**config.mk**
```make
export PLATFORM = sky130hd
export DESIGN_NAME = lsm_uop_seq
export DESIGN_NICKNAME = d
export VERILOG_FILES = /design/src/rtl/lsm_pkg.sv /design/src/rtl/lsm_lowbit.sv /design/src/rtl/lsm_popcnt.sv /design/src/rtl/lsm_uop_seq.sv
export SDC_FILE = /design/constraint.sdc
export NUM_CORES = 1
export LEC_CHECK = 0
export ABC_AREA = 1
export ABC_CLOCK_PERIOD_IN_PS = 4400
export BUFFER_PORTS_ARGS = -buffer_cell sky130_fd_sc_hd__clkbuf_2
export CAP_MARGIN = 40
export CORE_ASPECT_RATIO = 1.2
export CORE_MARGIN = 2
export CORE_UTILIZATION = 57
export DETAILED_ROUTE_END_ITERATION = 8
export GPL_TIMING_DRIVEN = 0
export HOLD_SLACK_MARGIN = 0.08
export PLACE_DENSITY = 0.88
export SYNTH_ARGS = -nofsm -noshare
export SYNTH_HDL_FRONTEND = slang
export SYNTH_HIERARCHICAL = 1
export SYNTH_SLANG_ARGS = --single-unit
```
**constraint.sdc**
```tcl
create_clock -name clk -period 4.4 [get_ports clk]
set_clock_uncertainty 0.15 [all_clocks]
set_input_delay 0.88 -clock clk [delete_from_list [all_inputs] [get_ports clk]]
set_output_delay 0.88 -clock clk [all_outputs]
set_load 0.005 [all_outputs]
```
**src/rtl/lsm_pkg.sv**
```systemverilog
package lsm_pkg;
  typedef enum logic [1:0] {
    UOP_LOAD  = 2'd0,
    UOP_STORE = 2'd1,
    UOP_ADD   = 2'd2
  } uop_kind_e;
endpackage

```
**src/rtl/lsm_lowbit.sv**
```systemverilog
// Finds the lowest set bit of a mask and the mask with that bit removed.
module lsm_lowbit #(
  parameter int N  = 16,
  parameter int IW = $clog2(N)
) (
  input  logic [N-1:0]  vec,
  output logic [IW-1:0] idx,
  output logic [N-1:0]  rest,
  output logic          any,
  output logic          single
);
  always_comb begin
    idx = '0;
    for (int i = N - 1; i >= 0; i--) begin
      if (vec[i]) idx = i[IW-1:0];
    end
  end

  assign rest   = vec & (vec - N'(1));
  assign any    = |vec;
  assign single = any && (rest == '0);
endmodule

```
**src/rtl/lsm_popcnt.sv**
```systemverilog
// Counts set bits of the register mask.
module lsm_popcnt #(
  parameter int N  = 16,
  parameter int CW = $clog2(N + 1)
) (
  input  logic [N-1:0]  vec,
  output logic [CW-1:0] cnt
);
  always_comb begin
    cnt = '0;
    for (int i = 0; i < N; i++) begin
      cnt = cnt + CW'(vec[i]);
    end
  end
endmodule

```
**src/rtl/lsm_uop_seq.sv**
```systemverilog
module lsm_uop_seq #(
  parameter int NREG       = 16,
  parameter int WORD_BYTES = 4,
  parameter int REGW       = $clog2(NREG),
  parameter int IMMW       = $clog2(NREG + 1) + $clog2(WORD_BYTES)
) (
  input  logic            clk,
  input  logic            rst,
  input  logic            in_valid,
  output logic            in_ready,
  input  logic [REGW-1:0] in_base,
  input  logic [NREG-1:0] in_list,
  input  logic            in_is_load,
  input  logic            in_wb,
  output logic            out_valid,
  input  logic            out_ready,
  output logic [1:0]      out_kind,
  output logic [REGW-1:0] out_reg,
  output logic [REGW-1:0] out_base,
  output logic [IMMW-1:0] out_imm,
  output logic            out_last,
  output logic            done
);
  import lsm_pkg::*;

  localparam int CW   = $clog2(NREG + 1);
  localparam int OFFW = $clog2(WORD_BYTES);

  // pending work
  logic [NREG-1:0] rem_q;
  logic            wb_pend_q;
  logic [REGW-1:0] base_q;
  logic            load_q;
  logic [IMMW-1:0] off_q;
  logic [IMMW-1:0] wbimm_q;

  // scan and count
  logic [REGW-1:0] pick_idx;
  logic [NREG-1:0] pick_rest;
  logic            pick_any;
  logic            pick_single;
  logic [CW-1:0]   in_cnt;

  lsm_lowbit #(.N(NREG), .IW(REGW)) u_lowbit (
    .vec   (rem_q),
    .idx   (pick_idx),
    .rest  (pick_rest),
    .any   (pick_any),
    .single(pick_single)
  );

  lsm_popcnt #(.N(NREG), .CW(CW)) u_popcnt (
    .vec(in_list),
    .cnt(in_cnt)
  );

  logic have_next, slot_free, accept, advance;

  assign have_next = pick_any || wb_pend_q;
  assign slot_free = !out_valid || out_ready;
  assign in_ready  = !have_next && !out_valid;
  assign accept    = in_valid && in_ready;
  assign advance   = have_next && slot_free;

  always_ff @(posedge clk) begin
    if (rst) begin
      rem_q     <= '0;
      wb_pend_q <= 1'b0;
      base_q    <= '0;
      load_q    <= 1'b0;
      off_q     <= '0;
      wbimm_q   <= '0;
      out_valid <= 1'b0;
      out_kind  <= UOP_LOAD;
      out_reg   <= '0;
      out_base  <= '0;
      out_imm   <= '0;
      out_last  <= 1'b0;
      done      <= 1'b0;
    end else begin
      done <= 1'b0;
      if (out_valid && out_ready) begin
        out_valid <= 1'b0;
        if (out_last) done <= 1'b1;
      end
      if (accept) begin
        rem_q     <= in_list;
        wb_pend_q <= in_wb;
        base_q    <= in_base;
        load_q    <= in_is_load;
        off_q     <= '0;
        wbimm_q   <= IMMW'(in_cnt) << OFFW;
        if (in_list == '0 && !in_wb) done <= 1'b1;
      end else if (advance) begin
        out_valid <= 1'b1;
        out_base  <= base_q;
        if (pick_any) begin
          out_kind <= load_q ? UOP_LOAD : UOP_STORE;
          out_reg  <= pick_idx;
          out_imm  <= off_q;
          out_last <= pick_single && !wb_pend_q;
          rem_q    <= pick_rest;
          off_q    <= off_q + IMMW'(WORD_BYTES);
        end else begin
          out_kind  <= UOP_ADD;
          out_reg   <= base_q;
          out_imm   <= wbimm_q;
          out_last  <= 1'b1;
          wb_pend_q <= 1'b0;
        end
      end
    end
  end
endmodule

```
==> results of run 1 <==
## metal layers
metal,vias to the layer above,wire length [µm],share of wire (%),global-route usage [%]
li1,1519,-,-,-
met1,1383,3270,43,34.9
met2,84,3720,49,43.4
met3,17,334,4.4,2.52
met4,0,206,2.7,9.61
met5,-,0,0,0
## worst max-delay path, stage by stage
cell	delay (ns)
clkbuf_2	0.10
inv_1	0.05
fa_1	0.58
fa_1	0.45
fa_1	0.54
fa_1	0.42
inv_1	0.08
ha_1	0.20
inv_1	0.07
fa_1	0.41
xnor2_1	0.17
o21ai_0	0.09
a21oi_1	0.13
## synth_stat cells (all sizes together) (2+ instances only)
cell type	n	share of area (%)
buf	19	4.6
inv	77	9.3
nand2	113	14
fa	10	6.5
nand4	5	1.0
o21ai	41	6.7
conb	2	0.24
a31oi	2	0.40
nand3	14	2.7
clkbuf	3	0.36
nor2	54	8.4
dfxtp	50	32
a21oi	53	8.6
ha	6	2.4
## worst max path at each step
stage / slack (ns) / cells past startpoint / endpoint / from
floorplan: 0.33 / 12 / wbimm_q[4] / in_list[0]
global route: 0.12 / 13 / wbimm_q[4] / in_list[0]
detailed placement: -0.008 / 13 / wbimm_q[4] / in_list[0]
CTS: 0.31 / 13 / wbimm_q[4] / in_list[0]
global placement: 0.08 / 13 / wbimm_q[4] / in_list[0]
finish: 0.31 / 13 / wbimm_q[4] / in_list[0]
## metrics by stage
| stage | utilization [%] | TNS [ns] | hold slack [ns] | total power [W] |
|---|---|---|---|---|
| 4_1_cts | 66.8 | 0 | 0.317 | 0.00221 |
| 2_1_floorplan | - | 0 | 0.274 | 0.00155 |
| 5_1_grt | 66.8 | 0 | 0.339 | 0.00241 |
| 3_5_place_dp | 64.5 | -0.00840 | 0.305 | 0.00186 |
| 6_report | 66.8 | 0 | 0.316 | 0.00223 |
| 3_3_place_gp | 64.5 | 0 | 0.300 | 0.00182 |
## kinds of logic after synthesis
family,count (synthesis)
compound gates,99
xor+xnor,2
fa+ha+maj,16
buf+inv,99
flops,50
other cells,2
simple gates,190
## power groups by stage
stage                     sequential (W)  clock [W]  combinational (W)
final                           0.000611   0.000349            0.00126
after CTS                       0.000610   0.000353            0.00125
after global routing            0.000622   0.000373            0.00142
after floorplan                 0.000612          0           0.000935
after global placement          0.000618          0            0.00120
after detailed placement        0.000621          0            0.00124
## final cells by class
type	instances	share of cell area, %
Buffer	22	4.38
Clock buffer	6	2.35
Clock inverter	2	1.10
Inverter	77	8.22
Multi-Input combinational cell	310	47.2
Sequential cell	50	28.5
Tap cell	62	2.21
Timing Repair Buffer	43	6.12
==> impl_results.md, run 1 <==
* R2R Path Start: rem_q[9]
* Vias in the first global route at ~2800
* TritonCTS clock tree: built
* Core area at ~0.0053 mm²
* Die Wd at 71.3 µm
* WL per Instance at about 13 µm
* Commonest non-fill, non-tap cell in the layout: nand2_1
* Yosys Warn Count at 6
* Hold-fix buffers at CTS at 0
* Fin nets at about 550
* CP arrival at 4.19 ns
* Final wirelength at 7520 µm
* Ys async rst share at 0%
* Post-synth EDFFs at 0
* Largest net degree at the start of global routing at 17
* Sw frac at 46.1%
* Worst vdd ir at 0.365 mV
* Hold path cells at 2
* Combinational fraction of design power at 56.8%
* Clock insertion delay at the later pin of the skew report at 0.31 ns
* Nature of the critical path endpoint: register
* Most frequent cells in the layout: 110 x nand2_1, 75 x inv_1, 53 x a21oi_1, 50 x dfxtp_1, 45 x nor2_1
* Required @ worst endpoint at 4.50 ns
* CTS Buf Count at 5
* P_int at 0.00120 W
* P_leak at 1.73 nW
* # IOs at 47
* Multi-input gate area at 0.00166 mm²
* Sequential area share after synthesis at 32.3%
* H-tree levels at 2
* Cell Rows at 29
* GPL Wtd Cong at slightly below 0.9
* First-pass GRT wire length at 12600 µm
* Vert. Die Dim at 84.8 µm
* Post-DP HPWL at ~5900 µm
* Share of post-route cells with drive strength above 1 at 17.1%
* Max-slew violations at 0
* Primary FF master, synth: dfxtp_1
* Flip-flop count of the largest register after layout at 16
* Fin crit period at about 4.1 ns
* Final hold viol count at 0
* Seq. cell area at 0.00100 mm²
* Syn Inst Count at 458
* FF-to-FF End: rem_q[7]
* Remaining DRCs at 0
* Synth Area in Compound Gates at 16.4%
* Worst hold start: out_reg[1]
* Clock Root Buffer: clkbuf_8
* Mapped cell area at 0.00310 mm²
* Initial Util at 58.9%
* Antenna diodes at 0
* Clock share of power at between 10% and 20%
* Clock buffer depth at 2
* Final instance area at between 0.003 and 0.004 mm²
* Hold Crit Class: reg -> reg
* Post-Synth Simple-Gate Area at between 20% and 30%
* Largest Register: rem_q
* Routed Antenna Nets at 0
* Outcome: complete, no violations
* Critical Path Fanout Max at 3
* Worst Hold Path EP: out_reg[1]
* Worst reg2reg setup slack at 2.08 ns
* IO buf count at 43
* Switching power at 0.00103 W
* GRT Total Usage at around a quarter
* Final setup fails at 0
* Synth-to-Final Area Change at 13.5%
* Cells on worst reg2reg path at 9
* Die footprint at between 0.006 and 0.007 mm²
* Cell Count, Final, Fillers Out at approximately 570
* Post-CTS resize count at 0
* Syn_area_per_cell at about 6.8 µm²
* Fmax at between 200 and 250 MHz
* Setup WS pre-CTS at -0.00840 ns
* Iteration count of the initial detailed-routing pass at 5
* Vias at about 3000
* PwrDens at 633 mW/mm²
* GRT Residual Overflow at 0
* RSZ-0062 raised after global routing: false
* Adder-cell share of the synthesized area at 8.89%
* Worst setup margin at 0.306 ns
* Kind of critical path: in -> reg
* DP Area at around 0.0034 mm²
* Vias/cell at 5.25
* Clk slew on worst S/H paths at 0.09 ns
* Fin crit share at 93.1%
* Initial antenna violation count at 0
* 1st-iter DRT viols at 227
* Max-Cap Viols at 0
* Crit start category: primary input
* # fillers at ~430
* DP Cell Count at about 560
* XOR/XNOR Fraction of Synth Area at 0.565%
* FF+latch count, synth at 50
* Mux contribution to synthesized area at 0%
* Setup Fix Bufs, Post-CTS at 0
* Sequential Power Share at 27.5%
* Largest family of logic cells by synthesized area: simple AND/OR/NAND/NOR gates
* # clock sinks at 50
* Unique cell type count in the Yosys netlist at 35
Note: power is estimated with default switching activity, not from simulation.
==> inputs of run 2 (changes only) <==
Settings changed: ABC_CLOCK_PERIOD_IN_PS 4400 to 3920, CORE_ASPECT_RATIO 1.2 to not set.
Clock period 4.4 ns to 3.92 ns, I/O delays scaled along.
==> run 2 against run 1 <==
Compared with the run above:
- sequential power rose by 13%
- highest routed layer unchanged
- hold slack improved by 0.0023 ns
- non-clock buffer count is 1 higher
- largest cell class unchanged
- wire length rose by 4.7%
- first-iteration DRC count up 24%
- die area is essentially flat
- worst setup slack worse by 0.25 ns
- cell area increased by 1.9%
- combinational power is 17% higher
- clock-buffer cell count stayed put
- total power increased by 12%
==> impl_results.md, run 2 (same netlist as run 1, synthesis figures left out) <==
* Outcome: complete, no violations
* GRT Total Usage at 27.0%
* Antenna diodes at 0
* Share of post-route cells with drive strength above 1 at between 10% and 20%
* Worst hold slack at 0.319 ns
* Cells on worst reg2reg path at 9
* Routed Antenna Nets at 0
* Kind of critical path: in -> reg
* Cell Count, Final, Fillers Out at 581
* Max-Cap Viols at 0
* Most frequent cells in the layout: 110 x nand2_1, 66 x inv_1, 52 x a21oi_1, 50 x dfxtp_1, 45 x nor2_1
* CP max stage cell: fa_1
* Cell family with most CP delay: adder cells
* Worst-path cell chain: buf_2, inv_1, fa_1, fa_1, fa_1, fa_1, inv_2, ha_4, inv_2, fa_2, inv_1, o21ai_2, a21oi_2
* Worst reg2reg setup slack at 1.60 ns
* Fin nets at about 550
* Vert. Die Dim at 77.7 µm
* TritonCTS clock tree: built
* CTS Buf Count at 5
* CP arrival at 3.92 ns
* Vias/cell at 5.21
* R2R Path Start: rem_q[9]
* Iteration count of the initial detailed-routing pass at 5
* Initial Util at 59.9%
* Vias in the first global route at about 2800
* Nature of the critical path endpoint: register
* Remaining DRCs at 0
* Commonest non-fill, non-tap cell in the layout: nand2_1
* Most frequent cell on the critical path: fa_1
* # IOs at 47
* DP Cell Count at 572
* Largest net degree at the start of global routing at 17
* Worst hold start: out_imm[5]
* Buf/Inv on CP at 5
* Sw frac at 47.5%
* Final Power at 0.00250 W
* Final hold viol count at 0
* Fmax at 259 MHz
* Flip-flop count of the largest register after layout at 16
* Fin crit share at 98.5%
* PwrDens at 698 mW/mm²
* Die Wd at 77.7 µm
* Final setup fails at 0
* GPL Wtd Cong at between 0.9 and 1
* Max-slew violations at 0
* Core area at 0.00517 mm²
* Synth-to-Final Area Change at 15.6%
* Vias at 3025
* Clock insertion delay at the later pin of the skew report at 0.32 ns
* Required @ worst endpoint at 3.98 ns
* Clock buffer depth at 2
* Switching power at 0.00119 W
* Clock share of power at 13.2%
* Largest Register: rem_q
* # clock sinks at 50
* Final wirelength at 7880 µm
* First-pass GRT wire length at 13100 µm
* Clock Root Buffer: clkbuf_8
* Worst Hold Path EP: out_imm[5]
* P_int at 0.00131 W
* Post-DP HPWL at 6010 µm
* P_leak at approximately 1.7 nW
* Cell Rows at 26
* GRT Residual Overflow at 0
* Clk slew on worst S/H paths at 0.10 ns
* Critical Path Fanout Max at 3
* H-tree levels at 2
* Combinational fraction of design power at 59.2%
* Initial antenna violation count at 0
* Max incr delay on CP at ~0.55 ns
* IO buf count at 43
* # fillers at roughly 420
* Fin crit period at 3.86 ns
* WL per Instance at 13.6 µm
* Die footprint at a little over 0.006 mm²
* Worst setup margin at 0.0604 ns
* 1st-iter DRT viols at about 280
* Sequential Power Share at 27.6%
* Setup WS pre-CTS at -0.324 ns
* Crit start category: primary input
* FF-to-FF End: rem_q[12]
* Worst vdd ir at 0.425 mV
* Hold Crit Class: reg -> reg
* Hold path cells at 2
-- run 2: cell types whose count changed in the layout (fill, tap and decap cells not counted), sizes merged --
cell and delta:
clkbuf -6, clkinvlp +1, bufinv -1, buf +7
-- run 2: power by group through the flow --
stage	combinational [W]	sequential, W	clock, W
2_1_floorplan	0.00106	0.000687	0
3_3_place_gp	0.00135	0.000695	0
3_5_place_dp	0.00140	0.000699	0
4_1_cts	0.00141	0.000687	0.000332
5_1_grt	0.00166	0.000701	0.000355
6_report	0.00148	0.000691	0.000329
-- run 2: layout make-up --
class                      instances  area, µm²  share of cell area, %
sequential                        50       1000                   28.0
clock buffer                       6       82.6                   2.31
buffer                            22        154                   4.30
tap                               70       87.6                   2.45
clock inverter                     2       16.3                  0.454
inverter                          77        302                   8.42
multi-input combinational        310       1690                   47.1
timing repair buffer              44        250                   6.99
-- run 2: worst min-delay path: cells and delay by family (launching register included) --
kind | cells | cell delay [ns]
AOI/OAI and AO/OA | 1 | 0.05
and+or+nand+nor | 1 | 0.06
DFF | 1 | 0.32
-- run 2: worst max-delay path by stage --
stage / from / depth (start not counted) / slack (ns) / to
floorplan: in_list[15] / 12 / -0.02 / wbimm_q[3]
global placement: in_list[15] / 13 / -0.29 / wbimm_q[3]
detailed placement: in_list[15] / 13 / -0.32 / wbimm_q[3]
CTS: in_list[15] / 13 / 0.0005 / wbimm_q[3]
global route: in_list[5] / 13 / -0.009 / wbimm_q[4]
finish: in_list[0] / 13 / 0.06 / wbimm_q[3]
-- run 2: repair_timing --
action,4_1_cts,5_1_grt
endpoints found under the hold margin,0,0
setup buffers,0,1
hold buffers,0,0
pin swaps,1,11
resized for setup,1,27
endpoints found under the setup margin,1,3
-- run 2: metrics by stage --
stage               cell area, µm²  utilization (%)  setup TNS [ns]
floorplan                     3110                -         -0.0160
global placement              3420             66.1          -0.905
detailed placement            3420             66.1           -1.15
CTS                           3520             68.0               0
global route                  3580             69.2         -0.0177
finish                        3580             69.2               0
-- run 2: metal layers --
metal  GRT usage [%]  part of all wire, %
met1            36.4                   44
met2            44.1                   48
met3            3.95                  5.6
met4            9.82                  1.8
met5               0                    0
